--- src/rtl/fsqrt_pkg.sv ---
package fsqrt_pkg;
  typedef enum logic [2:0] {
    CL_ZERO,
    CL_NORM,
    CL_INF,
    CL_QNAN,
    CL_SNAN
  } op_class_e;

  localparam int SP_FRAC = 23;
  localparam int SP_EXP  = 8;
  localparam int DP_FRAC = 52;
  localparam int DP_EXP  = 11;

  localparam logic [63:0] SP_DEF_NAN = 64'h0000_0000_7FBF_FFFF;
  localparam logic [63:0] DP_DEF_NAN = 64'h7FF7_FFFF_FFFF_FFFF;
endpackage

--- src/rtl/fsqrt_classify.sv ---
module fsqrt_classify
  import fsqrt_pkg::*;
(
  input  logic                prec,
  input  logic [63:0]         operand,
  output op_class_e           cls,
  output logic                sgn,
  output logic [DP_EXP-1:0]   bexp,
  output logic [DP_FRAC:0]    mant_al,
  output logic [63:0]         pass_v
);
  logic       exp_ones;
  logic       exp_zero;
  logic       frac_zero;
  logic       frac_top;

  always_comb begin
    if (prec) begin
      sgn       = operand[63];
      bexp      = operand[62:52];
      mant_al   = {1'b1, operand[51:0]};
      exp_ones  = &operand[62:52];
      exp_zero  = ~|operand[62:52];
      frac_zero = ~|operand[51:0];
      frac_top  = operand[51];
    end else begin
      sgn       = operand[31];
      bexp      = {3'b000, operand[30:23]};
      mant_al   = {1'b1, operand[22:0], 29'b0};
      exp_ones  = &operand[30:23];
      exp_zero  = ~|operand[30:23];
      frac_zero = ~|operand[22:0];
      frac_top  = operand[22];
    end

    if (exp_zero)       cls = CL_ZERO;
    else if (!exp_ones) cls = CL_NORM;
    else if (frac_zero) cls = CL_INF;
    else if (frac_top)  cls = CL_SNAN;
    else                cls = CL_QNAN;

    if (cls == CL_ZERO)
      pass_v = prec ? {sgn, 63'b0} : {32'b0, sgn, 31'b0};
    else
      pass_v = prec ? operand : {32'b0, operand[31:0]};
  end
endmodule

--- src/rtl/fsqrt_core.sv ---
module fsqrt_core #(
  parameter int QW  = 54,
  parameter int SPC = 4
) (
  input  logic                       clk,
  input  logic                       rst,
  input  logic                       load,
  input  logic [2*QW-1:0]            rad,
  input  logic [$clog2(QW+1)-1:0]    nsteps,
  output logic [QW-1:0]              root,
  output logic                       rem_nz
);
  localparam int RW = QW + 3;
  localparam int SW = $clog2(QW+1);

  logic [2*QW-1:0] rad_q, rd;
  logic [RW-1:0]   rem_q, r, trial;
  logic [QW-1:0]   root_q, q;
  logic [SW-1:0]   left_q, l;

  always_comb begin
    r     = rem_q;
    q     = root_q;
    rd    = rad_q;
    l     = left_q;
    trial = '0;
    for (int s = 0; s < SPC; s++) begin
      if (l != '0) begin
        r     = {r[RW-3:0], rd[2*QW-1 -: 2]};
        rd    = {rd[2*QW-3:0], 2'b00};
        trial = {1'b0, q, 2'b01};
        if (r >= trial) begin
          r = r - trial;
          q = {q[QW-2:0], 1'b1};
        end else begin
          q = {q[QW-2:0], 1'b0};
        end
        l = l - 1'b1;
      end
    end
  end

  always_ff @(posedge clk) begin
    if (rst) begin
      rad_q  <= '0;
      rem_q  <= '0;
      root_q <= '0;
      left_q <= '0;
    end else if (load) begin
      rad_q  <= rad;
      rem_q  <= '0;
      root_q <= '0;
      left_q <= nsteps;
    end else begin
      rad_q  <= rd;
      rem_q  <= r;
      root_q <= q;
      left_q <= l;
    end
  end

  assign root   = root_q;
  assign rem_nz = |rem_q;


  rem_bound_chk: assert property (@(posedge clk) disable iff (rst)
    rem_q <= {2'b00, root_q, 1'b0});
endmodule

--- src/rtl/fsqrt_round.sv ---
module fsqrt_round
  import fsqrt_pkg::*;
(
  input  logic              prec,
  input  logic [DP_EXP-1:0] rexp,
  input  logic [DP_FRAC+1:0] root,
  input  logic              rem_nz,
  output logic [63:0]       value,
  output logic              inexact
);
  logic        lsb, up;
  logic [30:0] sp_sum;
  logic [62:0] dp_sum;

  always_comb begin
    lsb     = root[1];
    up      = root[0] & (rem_nz | lsb);
    inexact = root[0] | rem_nz;
    sp_sum  = {rexp[SP_EXP-1:0], root[SP_FRAC:1]} + {30'b0, up};
    dp_sum  = {rexp, root[DP_FRAC:1]} + {62'b0, up};
    value   = prec ? {1'b0, dp_sum} : {32'b0, 1'b0, sp_sum};
  end
endmodule

--- src/rtl/fsqrt_unit.sv ---
module fsqrt_unit
  import fsqrt_pkg::*;
#(
  parameter int LAT_SP = 9,
  parameter int LAT_DP = 22,
  parameter int SPC    = 4
) (
  input  logic        clk,
  input  logic        rst,
  input  logic        start,
  input  logic        prec,
  input  logic [63:0] operand,
  input  logic        inexact_en,
  input  logic        flag_clr,
  input  logic [15:0] instr,
  output logic        busy,
  output logic        done,
  output logic [63:0] result,
  output logic        wr_en,
  output logic [1:0]  cause,
  output logic [1:0]  flags,
  output logic        trap,
  output logic        op_hit,
  output logic [3:0]  op_reg
);
  localparam int QW = DP_FRAC + 2;
  localparam int SW = $clog2(QW+1);
  localparam int CW = $clog2(LAT_DP+1);
  localparam int RADW = 2*QW - (DP_FRAC+1);

  op_class_e         cls, cls_q;
  logic              sgn, sign_q, prec_q, ien_q;
  logic [DP_EXP-1:0] bexp, rexp_q;
  logic [DP_FRAC:0]  mant_al;
  logic [63:0]       pass_v, pass_q, rnd_val, def_nan;
  logic [DP_EXP:0]   exp_sum;
  logic [2*QW-1:0]   rad;
  logic [SW-1:0]     nsteps;
  logic [QW-1:0]     root;
  logic              rem_nz, rnd_inx;
  logic [CW-1:0]     cnt, lat_sel;
  logic              accept, finish, inv, norm_pos;
  logic [1:0]        new_cause;

  fsqrt_classify u_cls (
    .prec(prec), .operand(operand), .cls(cls), .sgn(sgn),
    .bexp(bexp), .mant_al(mant_al), .pass_v(pass_v)
  );

  assign accept  = start & ~busy;
  assign rad     = {mant_al, {RADW{1'b0}}} >> bexp[0];
  assign nsteps  = prec ? SW'(QW) : SW'(SP_FRAC + 2);
  assign exp_sum = {1'b0, bexp} + (prec ? (DP_EXP+1)'(1023) : (DP_EXP+1)'(127));

  fsqrt_core #(.QW(QW), .SPC(SPC)) u_core (
    .clk(clk), .rst(rst), .load(accept), .rad(rad), .nsteps(nsteps),
    .root(root), .rem_nz(rem_nz)
  );

  fsqrt_round u_rnd (
    .prec(prec_q), .rexp(rexp_q), .root(root), .rem_nz(rem_nz),
    .value(rnd_val), .inexact(rnd_inx)
  );

  always_comb begin
    lat_sel   = prec_q ? CW'(LAT_DP) : CW'(LAT_SP);
    finish    = busy && (cnt == lat_sel);
    norm_pos  = (cls_q == CL_NORM) && !sign_q;
    inv       = (cls_q == CL_SNAN) ||
                (sign_q && ((cls_q == CL_NORM) || (cls_q == CL_INF)));
    new_cause = inv ? 2'b10 : (norm_pos ? {1'b0, rnd_inx} : 2'b00);
    def_nan   = prec_q ? DP_DEF_NAN : SP_DEF_NAN;
  end

  always_ff @(posedge clk) begin
    if (rst) begin
      busy   <= 1'b0;
      cnt    <= '0;
      done   <= 1'b0;
      wr_en  <= 1'b0;
      trap   <= 1'b0;
      cause  <= 2'b00;
      result <= '0;
      prec_q <= 1'b0;
      ien_q  <= 1'b0;
      cls_q  <= CL_ZERO;
      sign_q <= 1'b0;
      rexp_q <= '0;
      pass_q <= '0;
    end else begin
      done  <= 1'b0;
      wr_en <= 1'b0;
      trap  <= 1'b0;
      if (accept) begin
        busy   <= 1'b1;
        cnt    <= CW'(1);
        cause  <= 2'b00;
        prec_q <= prec;
        ien_q  <= inexact_en;
        cls_q  <= cls;
        sign_q <= sgn;
        rexp_q <= exp_sum[DP_EXP:1];
        pass_q <= pass_v;
      end else if (finish) begin
        busy   <= 1'b0;
        done   <= 1'b1;
        wr_en  <= ~inv;
        trap   <= ien_q;
        cause  <= new_cause;
        result <= inv ? def_nan : (norm_pos ? rnd_val : pass_q);
      end else if (busy) begin
        cnt <= cnt + 1'b1;
      end
    end
  end

  always_ff @(posedge clk) begin
    if (rst)
      flags <= 2'b00;
    else
      flags <= (flag_clr ? 2'b00 : flags) | (finish ? new_cause : 2'b00);
  end

  always_ff @(posedge clk) begin
    if (rst) begin
      op_hit <= 1'b0;
      op_reg <= 4'h0;
    end else begin
      op_hit <= (instr[15:12] == 4'hF) && (instr[7:0] == 8'h6D);
      op_reg <= instr[11:8];
    end
  end


  done_pulse_chk: assert property (@(posedge clk) disable iff (rst)
    done |=> !done);

  start_busy_chk: assert property (@(posedge clk) disable iff (rst)
    (start && !busy) |=> busy);

  inv_nowrite_chk: assert property (@(posedge clk) disable iff (rst)
    (done && cause[1]) |-> !wr_en);

  trap_done_chk: assert property (@(posedge clk) disable iff (rst)
    trap |-> done);

  cause_busy_chk: assert property (@(posedge clk) disable iff (rst)
    busy |-> (cause == 2'b00));

  flag_hold_chk: assert property (@(posedge clk) disable iff (rst)
    !flag_clr |=> ((flags & $past(flags)) == $past(flags)));

  flag_cause_chk: assert property (@(posedge clk) disable iff (rst)
    done |-> ((flags & cause) == cause));
endmodule

--- config.mk ---
export PLATFORM = sky130hd
export DESIGN_NAME = fsqrt_unit
export DESIGN_NICKNAME = d
export VERILOG_FILES = /design/src/rtl/fsqrt_pkg.sv /design/src/rtl/fsqrt_classify.sv /design/src/rtl/fsqrt_core.sv /design/src/rtl/fsqrt_round.sv /design/src/rtl/fsqrt_unit.sv
export SDC_FILE = /design/constraint.sdc
export NUM_CORES = 2
export LEC_CHECK = 0
export BUFFER_PORTS_ARGS = -buffer_cell sky130_fd_sc_hd__buf_4
export CORE_ASPECT_RATIO = 0.9
export CORE_UTILIZATION = 40
export CTS_CLUSTER_DIAMETER = 200
export DETAILED_ROUTE_END_ITERATION = 10
export PLACE_DENSITY = 0.54
export SYNTH_ARGS = -nofsm -noshare
export SYNTH_HDL_FRONTEND = slang
export SYNTH_SLANG_ARGS = --single-unit
--- constraint.sdc ---
create_clock -name clk -period 32.5 [get_ports clk]
set_input_delay 1.625 -clock clk [delete_from_list [all_inputs] [get_ports clk]]
set_output_delay 1.625 -clock clk [all_outputs]
set_load 0.1 [all_outputs]
==> results.sh <==
export IMPL_outcome="finished clean"
export IMPL_min_period_ns=17.33
export IMPL_slew_headroom=0.05864
export IMPL_yosysSeqAreaShare=0.1899
export IMPL_die_x_um=339.1
export IMPL_final_cell_mix="nand2_1 (785), nor2_1 (705), a21oi_1 (552)"
export IMPL_worstPathRequired_ns=33.05
export IMPL_period_share=0.5333
export IMPL_cts_sinks=388
export IMPL_start_util=0.4065
export IMPL_setup_tns_ns=0
export IMPL_io_pins=163
export IMPL_post_place_ws_ns=15.89
export IMPL_grt_max_degree=99
export IMPL_critPathLaunchType="flip-flop"
export IMPL_numPortBuffers=162
export IMPL_fillerInstances=10600
export IMPL_slew_violations=0
export IMPL_timing_final_ws_setup_ns=15.17
export IMPL_critPathTopFamily="compound AO/OA/AOI/OAI gates"
export IMPL_clk_insertion_delay_late_ns=0.64
export IMPL_cts_buffers=48
export IMPL_grt_pass1_wl_um=275900
export IMPL_cp_slowest_stage_delay_ns=0.74
export IMPL_firstDrtPassIters=7
export IMPL_clk_pin_slew_ns=0.07
export IMPL_antenna_found_initial=5
export IMPL_fin_util=0.4428
export IMPL_setup_worst_path_class="flip-flop to flip-flop"
export IMPL_path_max_fanout=48
export IMPL_die_area_um2=103500
export IMPL_cpMostUsedCell="o21ai_0"
export IMPL_worst_path_buf_inv=5
export IMPL_drt_iter0_markers=6296
export IMPL_largest_reg_flops=108
export IMPL_post_cts_setup_buffers=0
export IMPL_wl_per_cell_um=26.32
export IMPL_min_path_type="flip-flop to flip-flop"
export IMPL_core_area_um2=100600
export IMPL_die_h_um=305.4
export IMPL_tightestPinTransition_ns=1.399
export IMPL_grt_ovfl_total=0
export IMPL_finClkSkew_ns=0.03325
export IMPL_routed_wl_um=188400
export IMPL_rsz0062_at_grt="no"
export IMPL_synthDistinctLibCells=109
export IMPL_cts_hold_buf=0
export IMPL_syn_avg_cell_area_um2=6.927
export IMPL_grt_pass1_vias=41110
export IMPL_yosys_warnings=0
export IMPL_synthFlopType="dfxtp_1"
export IMPL_place_inst=7068
export IMPL_seq_area_um2=7767
export IMPL_final_common_cell="nand2_1"
export IMPL_drive_gt1_frac=0.07261
export IMPL_rows=110
export IMPL_hpwl_um=145800
export IMPL_finalHoldViolCount=0
export IMPL_max_freq_mhz=57.70
export IMPL_synth_edf_count=0
export IMPL_vias=45630
export IMPL_multiInputGateArea_um2=30830
export IMPL_cts_resized=0
export IMPL_regMostFlops="u_core.rad_q"
export IMPL_ant_nets=0
export IMPL_cts_tree="done"
export IMPL_cp_arrival_ns=17.88
export IMPL_cts_root_buf="clkbuf_16"
export IMPL_crit_path_end_kind="flip-flop"
export IMPL_syn_inst=5904
export IMPL_netlist_area_um2=40900
export IMPL_final_cells=7158
export IMPL_synth_fp_nets=6223
export IMPL_synth_ff_latch_count=388
export IMPL_ctsLongestPathBuffers=3
export IMPL_crit_slowest_cell="nand2_1"
export IMPL_drc=0
export IMPL_maxCapViolCount=0
export IMPL_h_tree_depth=2
export IMPL_areaGrowthSynthToFinish_pct=8.927
export IMPL_vias_per_cell=6.374
export IMPL_reg_top3="u_core.rad_q: 108 flops, pass_q: 64 flops, result: 64 flops"
export IMPL_grt_usage=0.3476
export IMPL_nets=6093
export IMPL_synthArstFlopShare=0
export IMPL_gp_congestion=1.036
export IMPL_setup_viol=0
layout make-up:
cell class	count	area share
repair buffers	231	0.03887
inverters	206	0.01736
flip-flops and latches	388	0.1744
well taps	1344	0.03775
clock buffers	60	0.02955
multi-input cells	4899	0.6920
clock inverters	28	0.009971
diodes	2	0.0001123
cells by family (layout without fill, tap and decap cells):
group,Yosys count,in the layout,synth area share
adder cells (fa/ha/maj),233,233,0.07128
other,0,2,0
AO/OA/AOI/OAI,1723,1723,0.2779
buffers and inverters,617,525,0.05908
multiplexers,352,352,0.08682
flip-flops,388,388,0.1899
XOR/XNOR,272,272,0.05825
AND/OR/NAND/NOR,2319,2319,0.2567
worst min-delay path, delay by kind of cell, from the launching register on:
kind	cells	cell delay, ns
simple gates	1	0.05
compound gates	1	0.05
flops	1	0.30
cell usage after synthesis, types with 85 or more instances:
| library cell | count | area (um^2) |
|---|---|---|
| mux2i_1 | 332 | 3323 |
| xnor2_1 | 187 | 1638 |
| nor2_1 | 707 | 2654 |
| nand3_1 | 198 | 991.0 |
| inv_1 | 206 | 773.2 |
| clkbuf_1 | 295 | 1107 |
| a31oi_1 | 122 | 763.2 |
| nand4_1 | 91 | 569.3 |
| a21o_1 | 120 | 900.9 |
| nor3_1 | 158 | 790.8 |
| a211oi_1 | 103 | 773.2 |
| ha_1 | 233 | 2915 |
| o21ai_0 | 276 | 1381 |
| a21oi_1 | 552 | 2763 |
| and3_1 | 98 | 613.1 |
| nand2_1 | 786 | 2950 |
| dfxtp_1 | 388 | 7767 |
| xor2_1 | 85 | 744.5 |
stage by stage:
step	hold slack [ns]	cell area (um^2)
global route	0.4786	44540
detailed placement	0.4427	42780
global placement	0.4407	42770
finish	0.4513	44550
floorplan	0.4296	40900
CTS	0.4511	44540
worst paths after layout:
check / startpoint / end / slack, ns / depth (start not counted)
max reg2reg: u_core.root[44]$_SDFF_PP0_ / u_core.rem_q[10]$_SDFF_PP0_ / 15.17 / 53
min: ien_q$_SDFFE_PP0P_ / ien_q$_SDFFE_PP0P_ / 0.45 / 2
max: u_core.root[44]$_SDFF_PP0_ / u_core.rem_q[10]$_SDFF_PP0_ / 15.17 / 53
min reg2reg: ien_q$_SDFFE_PP0P_ / ien_q$_SDFFE_PP0P_ / 0.45 / 2
per-layer routing:
layer / share of wire / routed length, um / track usage
met2: 0.42 / 78880 / 0.5151
met3: 0.088 / 16500 / 0.05516
met4: 0.047 / 8788 / 0.1449
met1: 0.45 / 84200 / 0.4950
met5: 0.00014 / 27 / 0
Power is left out: the tool's default activity adds up to more than one toggle a clock period on the data nets, which glitch-free logic cannot reach.
